[src/rtl/uart_irq_pkg.sv]
package uart_irq_pkg;
    localparam int STAT_W = 11;
    localparam int WORD_W = 32;
    localparam int OVR_B  = 10;
    localparam int BRK_B  = 9;
    localparam int PAR_B  = 8;
    localparam int FE_B   = 7;
    localparam int RT_B   = 6;
    localparam int TX_B   = 5;
    localparam int RX_B   = 4;
    localparam int LOW_W  = 4;
endpackage

[src/rtl/uart_par_check.sv]
module uart_par_check #(
    parameter int DATA_W = 8
) (
    input  logic [DATA_W-1:0] data,
    input  logic              rx_bit,
    input  logic              en,
    input  logic              even,
    input  logic              stick,
    output logic              mismatch
);
    logic xor_all;
    logic want;

    always_comb begin
        xor_all = ^data;
        if (stick) begin
            want = ~even;
        end else if (even) begin
            want = xor_all;
        end else begin
            want = ~xor_all;
        end
        mismatch = en & (want ^ rx_bit);
    end
endmodule

[src/rtl/uart_rto_timer.sv]
module uart_rto_timer #(
    parameter int TO_BITS = 32
) (
    input  logic clk,
    input  logic rst_n,
    input  logic restart,
    input  logic tick,
    output logic expired
);
    localparam int CNT_W = $clog2(TO_BITS + 1);
    localparam logic [CNT_W-1:0] LIMIT = CNT_W'(TO_BITS);

    typedef struct packed {
        logic [CNT_W-1:0] cnt;
    } tmr_t;

    tmr_t st_d, st_q;

    always_comb begin
        st_d = st_q;
        if (restart) begin
            st_d.cnt = '0;
        end else if (tick && (st_q.cnt != LIMIT)) begin
            st_d.cnt = st_q.cnt + 1'b1;
        end
    end

    always_ff @(posedge clk or negedge rst_n) begin
        if (!rst_n) begin
            st_q <= '0;
        end else begin
            st_q <= st_d;
        end
    end

    assign expired = (st_q.cnt == LIMIT);
endmodule

[src/rtl/uart_evt_latch.sv]
module uart_evt_latch #(
    parameter int N = 6
) (
    input  logic         clk,
    input  logic         rst_n,
    input  logic [N-1:0] set,
    input  logic [N-1:0] clr,
    output logic [N-1:0] q
);
    logic [N-1:0] bit_d, bit_q;

    for (genvar g = 0; g < N; g++) begin : g_bit
        always_comb begin
            if (set[g]) begin
                bit_d[g] = 1'b1;
            end else if (clr[g]) begin
                bit_d[g] = 1'b0;
            end else begin
                bit_d[g] = bit_q[g];
            end
        end
    end

    always_ff @(posedge clk or negedge rst_n) begin
        if (!rst_n) begin
            bit_q <= '0;
        end else begin
            bit_q <= bit_d;
        end
    end

    assign q = bit_q;
endmodule

[src/rtl/uart_rx_irq_status.sv]
module uart_rx_irq_status
    import uart_irq_pkg::*;
#(
    parameter int DATA_W  = 8,
    parameter int TO_BITS = 32
) (
    input  logic              clk,
    input  logic              rst_n,
    input  logic              char_done,
    input  logic [DATA_W-1:0] char_data,
    input  logic              char_par_bit,
    input  logic              char_stop_bit,
    input  logic              par_en,
    input  logic              par_even,
    input  logic              par_stick,
    input  logic              brk_det,
    input  logic              tx_evt,
    input  logic              rx_evt,
    input  logic              fifo_full,
    input  logic              fifo_empty,
    input  logic              fifo_push,
    input  logic              bit_tick,
    input  logic [STAT_W-1:0] irq_mask,
    input  logic              clr_wr,
    input  logic [STAT_W-1:0] clr_data,
    output logic [WORD_W-1:0] raw_stat,
    output logic [WORD_W-1:0] masked_stat,
    output logic              irq
);
    localparam int NSTK = 6;

    typedef struct packed {
        logic rt;
    } rt_t;

    logic            par_bad;
    logic            expired;
    logic            clr_rt;
    logic            restart;
    logic [NSTK-1:0] stk_set, stk_clr, stk_q;
    rt_t             rt_d, rt_q;
    logic [STAT_W-1:0] stat;

    uart_par_check #(.DATA_W(DATA_W)) u_par (
        .data     (char_data),
        .rx_bit   (char_par_bit),
        .en       (par_en),
        .even     (par_even),
        .stick    (par_stick),
        .mismatch (par_bad)
    );

    // sticky order: ovr, brk, par, fe, tx, rx
    always_comb begin
        stk_set = {char_done & fifo_full,
                   brk_det,
                   char_done & par_bad,
                   char_done & ~char_stop_bit,
                   tx_evt,
                   rx_evt};
        stk_clr = {NSTK{clr_wr}} & {clr_data[OVR_B], clr_data[BRK_B],
                                    clr_data[PAR_B], clr_data[FE_B],
                                    clr_data[TX_B],  clr_data[RX_B]};
    end

    uart_evt_latch #(.N(NSTK)) u_stk (
        .clk   (clk),
        .rst_n (rst_n),
        .set   (stk_set),
        .clr   (stk_clr),
        .q     (stk_q)
    );

    assign clr_rt  = clr_wr & clr_data[RT_B];
    assign restart = fifo_push | fifo_empty | clr_rt;

    uart_rto_timer #(.TO_BITS(TO_BITS)) u_rto (
        .clk     (clk),
        .rst_n   (rst_n),
        .restart (restart),
        .tick    (bit_tick),
        .expired (expired)
    );

    always_comb begin
        rt_d    = rt_q;
        rt_d.rt = ~fifo_empty & ~clr_rt & irq_mask[RT_B] & (rt_q.rt | expired);
    end

    always_ff @(posedge clk or negedge rst_n) begin
        if (!rst_n) begin
            rt_q <= '0;
        end else begin
            rt_q <= rt_d;
        end
    end

    always_comb begin
        stat        = '0;
        stat[OVR_B] = stk_q[5];
        stat[BRK_B] = stk_q[4];
        stat[PAR_B] = stk_q[3];
        stat[FE_B]  = stk_q[2];
        stat[RT_B]  = rt_q.rt & irq_mask[RT_B];
        stat[TX_B]  = stk_q[1];
        stat[RX_B]  = stk_q[0];
        raw_stat    = {{(WORD_W-STAT_W){1'b0}}, stat};
        masked_stat = {{(WORD_W-STAT_W){1'b0}}, stat & irq_mask};
        irq         = |masked_stat;
    end
endmodule

[config.mk]
export PLATFORM = sky130hd
export DESIGN_NAME = uart_rx_irq_status
export DESIGN_NICKNAME = d
export VERILOG_FILES = /design/src/rtl/uart_irq_pkg.sv /design/src/rtl/uart_par_check.sv /design/src/rtl/uart_rto_timer.sv /design/src/rtl/uart_evt_latch.sv /design/src/rtl/uart_rx_irq_status.sv
export SDC_FILE = /design/constraint.sdc
export NUM_CORES = 1
export LEC_CHECK = 0
export CORE_MARGIN = 10
export CORE_UTILIZATION = 62
export CTS_BUF_LIST = sky130_fd_sc_hd__clkbuf_16
export DETAILED_ROUTE_END_ITERATION = 8
export DONT_BUFFER_PORTS = 1
export GPL_ROUTABILITY_DRIVEN = 0
export MAX_ROUTING_LAYER = met4
export PLACE_DENSITY_LB_ADDON = 0.12
export SYNTH_ARGS = -nofsm -noshare
export SYNTH_HDL_FRONTEND = slang
export SYNTH_SLANG_ARGS = --single-unit
[constraint.sdc]
create_clock -name clk -period 2.5 [get_ports clk]
set_input_delay 0.25 -clock clk [delete_from_list [all_inputs] [get_ports clk]]
set_output_delay 0.25 -clock clk [all_outputs]
set_load 0.05 [all_outputs]
# --- Word-level counts from Yosys, hierarchy flattened ---
# Index checks and enable logic that the tools add are counted.
classes:
  n_addsub: 1
  mul: 0
  div: 0
  n_lt_le_gt_ge: 0
  n_eq_ne: 2
  shifts: 0
  muxes: 16
  bitwise_logic: 20
  n_reduce_logical: 10
op_table:
  columns: ["operator", "n"]
  rows:
  - ["$mux W1", 14]
  - ["$reduce_bool A2 Y1", 7]
  - ["$mux W6", 2]
  - ["$and A11 B11 Y11", 1]
  - ["$reduce_or A11 Y1", 1]
  - ["$and A1 B1 Y1", 9]
  - ["$reduce_xor A8 Y1", 1]
  - ["$add A6 B1 Y6 const B", 1]
  - ["$and A6 B6 Y6", 1]
  - ["$eq A6 B6 Y1 const B", 1]
  - ["$ne A6 B6 Y1 const B", 1]
  - ["$not A1 Y1", 5]
  - ["$or A1 B1 Y1", 3]
  - ["$logic_and A1 B1 Y1", 1]
  - ["$xor A1 B1 Y1", 1]
totals:
  regBits: 13
  latchBits: 0
  ram_bits: 0
  mem_bits_ro: 0
  in_bits: 46
  out_inout_bits: 65
  word_cells: 57
  memories: 0

# --- Depth between registers and ports, before layout ---
logic_depth:
  word_depth: 8
  depth_mapped: 7
  ltp_nobuf: 7

# --- By module ---
# From an unflattened synthesis, not the netlist that was laid out.
hier_totals:
  cells_unflattened: 144
  hier_area_um2: 1252.5
modules_own_cells:
  columns: ["module", "instances", "cells_each", "area_per_inst_um2", "seq_area_each_um2"]
  rows:
  - ["uart_rx_irq_status", 1, 75, 563.0, 25.0]
  - ["uart_rto_timer", 1, 40, 382.9, 150.1]
  - ["uart_evt_latch", 1, 18, 217.7, 150.1]
  - ["uart_par_check", 1, 11, 88.8, 0.0]

# --- Worst setup path before layout ---
# OpenSTA, ideal clock, no wires.
synth_timing:
  path_kind: "register to output"
  from: "register u_stk.bit_q[2], in the netlist u_stk.q[2]"
  to: "output irq"
  t_arrival_ps: 2172
  t_required_ps: 2250
  setup_slack_ps: 78
  path_stages_with_launch: 4
  path_cell_list: "dfrtp_1 > and2_1 > or4_1 > or4_1"
synth_between:
  elab_chain_len: 2
synth_rtl:
  columns: ["element", "line", "source"]
  rows:
  - ["start, declared", "uart_evt_latch.sv:10", "logic [N-1:0] bit_d, bit_q;"]
  - ["start signal, assigned", "uart_evt_latch.sv:28", "bit_q <= bit_d;"]
  - ["$and A11 B11 Y11", "uart_rx_irq_status.sv:108", "masked_stat = {{(WORD_W-STAT_W){1'b0}}, stat & irq_mask};"]
  - ["named net masked_stat[7]", "uart_rx_irq_status.sv:27", "output logic [WORD_W-1:0] masked_stat,"]
  - ["$reduce_or A11 Y1", "uart_rx_irq_status.sv:109", "irq = |masked_stat;"]
  - ["end, declared", "uart_rx_irq_status.sv:28", "output logic irq"]
# The timed path passes the listed nets, and every way through them passes these cells.

# --- Worst setup path in the final report ---
layout_timing:
  from: "register rt_q"
  to: "output irq"
layout_between:
  elab_chain_len: 3
layout_rtl:
  columns: ["element", "line", "source"]
  rows:
  - ["start, declared", "uart_rx_irq_status.sv:41", "rt_t rt_d, rt_q;"]
  - ["start signal, assigned", "uart_rx_irq_status.sv:94", "rt_q <= rt_d;"]
  - ["$and A1 B1 Y1", "uart_rx_irq_status.sv:104", "stat[RT_B] = rt_q.rt & irq_mask[RT_B];"]
  - ["$and A11 B11 Y11", "uart_rx_irq_status.sv:108", null]
  - ["named net masked_stat[6]", "uart_rx_irq_status.sv:27", null]
  - ["$reduce_or A11 Y1", "uart_rx_irq_status.sv:109", null]
# The timed path passes the listed nets, and every way through them passes these cells.

==> results.txt <==
Placed insts: 162
Internal Power: 483 uW
P&R area growth vs syn: -0.336%
Lkg Pwr: 0.571 nW
Layout cell share with drive strength beyond 1: 10.6%
Sw Share: 44.0%
CP max-delay cell: or4_1
Min-Delay Endpoint: u_stk.q[1]
NumNets Final: 191
Multi-input logic area: 578 sq um
Most frequent cells in the layout: conb_1 (50), dfrtp_1 (13), nand2_1 (11)
MaxCap Viol Count: 0
FF-to-FF path depth: 7
Reg2reg end: u_rto.st_q[2]
Initial antenna violation count: 0
Final worst setup slack: 0.215 ns
First-pass GRT wire length: 4.04 mm
CP Capture Type: output port
Grt ovf: 0
Count of final hold-check violations: 0
Crit path kind: reg2out
CTS Root Cell: clkbuf_16
Pre-CTS setup slack: 0.478 ns
Sequential fraction of the synthesis area: 29.1%
Worst skew pair latency: 0.24 ns
Critical Path Start Type: register
Iter 0 DRT Violations: 7
DP HPWL: 2.40 mm
FF+latch count, synth: 13
Clk network pwr share: 34.8%
TritonCTS sink count: 13
Post-Syn Area per Cell: 8.66 sq um
R2r setup slk: 0.94 ns
Min-delay worst type: in2reg
I/O pin total: 111
Drt first pass iters: 4
Setup crit start: rt_q
Synth warnings: 0
Largest net degree at the start of global routing: 14
Vias: 738
Largest stage delay, worst path: 0.56 ns
H-tree levels: 1
Commonest non-fill, non-tap cell in the layout: conb_1
Worst Hold Depth: 1
Slew Limit Fails: 0
Die width: 62.5 microns
Max-slew headroom at the worst pin: 60.6%
Distinct cells, synth: 24
Fill cells: 159
Max Clock Skew: 0.00201 ns
Reg2reg start: u_rto.st_q[0]
PD cells: 775 nW/um^2
Worst Tran Pin Value: 0.589 ns
Flop pwr share: 29.9%
WL per Instance: 16.3 microns
RSZ-0062 raised after global routing: no
Core area: 1730 sq um
Setup Viol. Count Final: 0
Outcome: completed
HP Start: tx_evt
CP cell instances: and2_4 > or4_1 > or4_1 > buf_4
Storage element area: 325 sq um
Number of remaining DRC errors: 0
Tot Pwr: 864 uW
CP most frequent cell: or4_1
Setup TNS: 0 ns
Clock Pin Slew Worst Setup and Hold Paths: 0.05 ns
Ant. Diodes: 0
GRT Util Overall: 12.9%
Mapped Area: 1120 sq um
Vias in the first global route: 808
Combinational Power Share: 35.3%
Min cycle time layout: 2.28 ns
Starting Density: 64.7%
Worst-path fanout max: 3
Row count: 15
Routed wire length: 2.72 mm
Die height: 62.5 microns
Die area: 3900 sq um
Maximum VDD drop: 0.458 mV
CP required: 2.25 ns
Switch Pwr: 380 uW
Finished Core Util: 64.5%
Num CTS Buffers: 3
Final cell count without fillers: 167
CTS tree: yes
WP data arrival: 2.03 ns
Via density: 4.42
Post-Synthesis Cells: 129
Post-detailed-route count of antenna-violating nets: 0
# port buffers: 0
CTS max path bufs: 2
Tcrit/Tclk final: 91.4%
Fmax: 0.438 GHz
==> cells in the mapped netlist (all sizes together) <==
cell,count,area share (%)
o21ai,2,0.90
a21bo,1,0.90
ha,2,2.2
or4,3,2.0
xor2,4,3.1
xnor2,8,6.3
nand4,2,1.1
nor4b,1,0.78
and2,7,4.1
buf,51,34
o2111ai,1,0.78
nor2,7,2.4
conb,1,0.34
inv,4,1.3
a21o,3,2.0
a22o,1,0.78
nand2,11,3.7
mux2i,1,0.90
dfrtp,13,29
nand2b,1,0.56
nand3,1,0.45
or3,1,0.56
a21oi,3,1.3
==> worst max-delay path, delay by kind of cell, from the launching register on <==
family / cells / cell delay [ns]
buf+inv: 1 / 0.20
flops: 1 / 0.38
simple gates: 3 / 1.21
==> metal layers <==
metal | GRT usage, % | routed length [microns] | vias to the layer above
met1 | 13.3 | 1060 | 323
met2 | 19.5 | 1190 | 69
met3 | 6.27 | 407 | 8
met5 | - | 0 | -
li1 | - | - | 338
met4 | 7.82 | 61 | 0
==> state kept, by name, summed over array words and instances, names as in the netlist <==
register    count
u_rto.st_q      6
rt_q            1
u_stk.q         6
==> layout make-up <==
type                    count  area share [%]
repair buffers             11            7.64
clock buffers               3            6.74
multi-input cells         110            51.9
well taps                  25            2.81
clock inverters             1           0.337
inverters                   4            1.35
flip-flops and latches     13            29.2
==> logic make-up (layout without fill, tap and decap cells) <==
family | after synthesis | in the layout | share of synthesized area (%)
xor gates and xnor gates | 12 | 12 | 9.41
buffers and inverters | 55 | 19 | 35.6
AOI/OAI and AO/OA | 11 | 11 | 6.72
and+or+nand+nor | 34 | 34 | 15.7
muxes | 1 | 1 | 0.896
adders and majority gates | 2 | 2 | 2.24
DFF | 13 | 13 | 29.1
other | 1 | 50 | 0.336
==> power by group through the flow <==
stage               Sequential [mW]  Combinational, mW  Clock [mW]
floorplan                     0.274              0.311           0
global placement              0.261              0.293           0
detailed placement            0.262              0.296           0
CTS                           0.259              0.302       0.302
global route                  0.260              0.319       0.309
finish                        0.258              0.305       0.301
==> timing repair <==
item,in CTS,in global routing
buffers inserted,0,0
endpoints found under the hold margin,13,0
hold buffers,1,0
resized for setup,0,0
==> metrics by stage <==
| stage | hold WS [ns] | area, sq um |
|---|---|---|
| floorplan | -0.0456 | 1300 |
| global placement | -0.0451 | 1020 |
| detailed placement | -0.0451 | 1020 |
| CTS | 0.100 | 1110 |
| global route | 0.0997 | 1110 |
| finish | 0.0987 | 1110 |
==> how the worst max path moves through the flow <==
stage / endpoint / slack (ns) / cells past startpoint
after detailed placement: irq / 0.48 / 4
after floorplan: irq / 0.08 / 3
after CTS: irq / 0.21 / 4
final: irq / 0.22 / 4
after global placement: irq / 0.48 / 4
after global routing: irq / 0.15 / 4
Note: power is estimated with default switching activity, not from simulation.
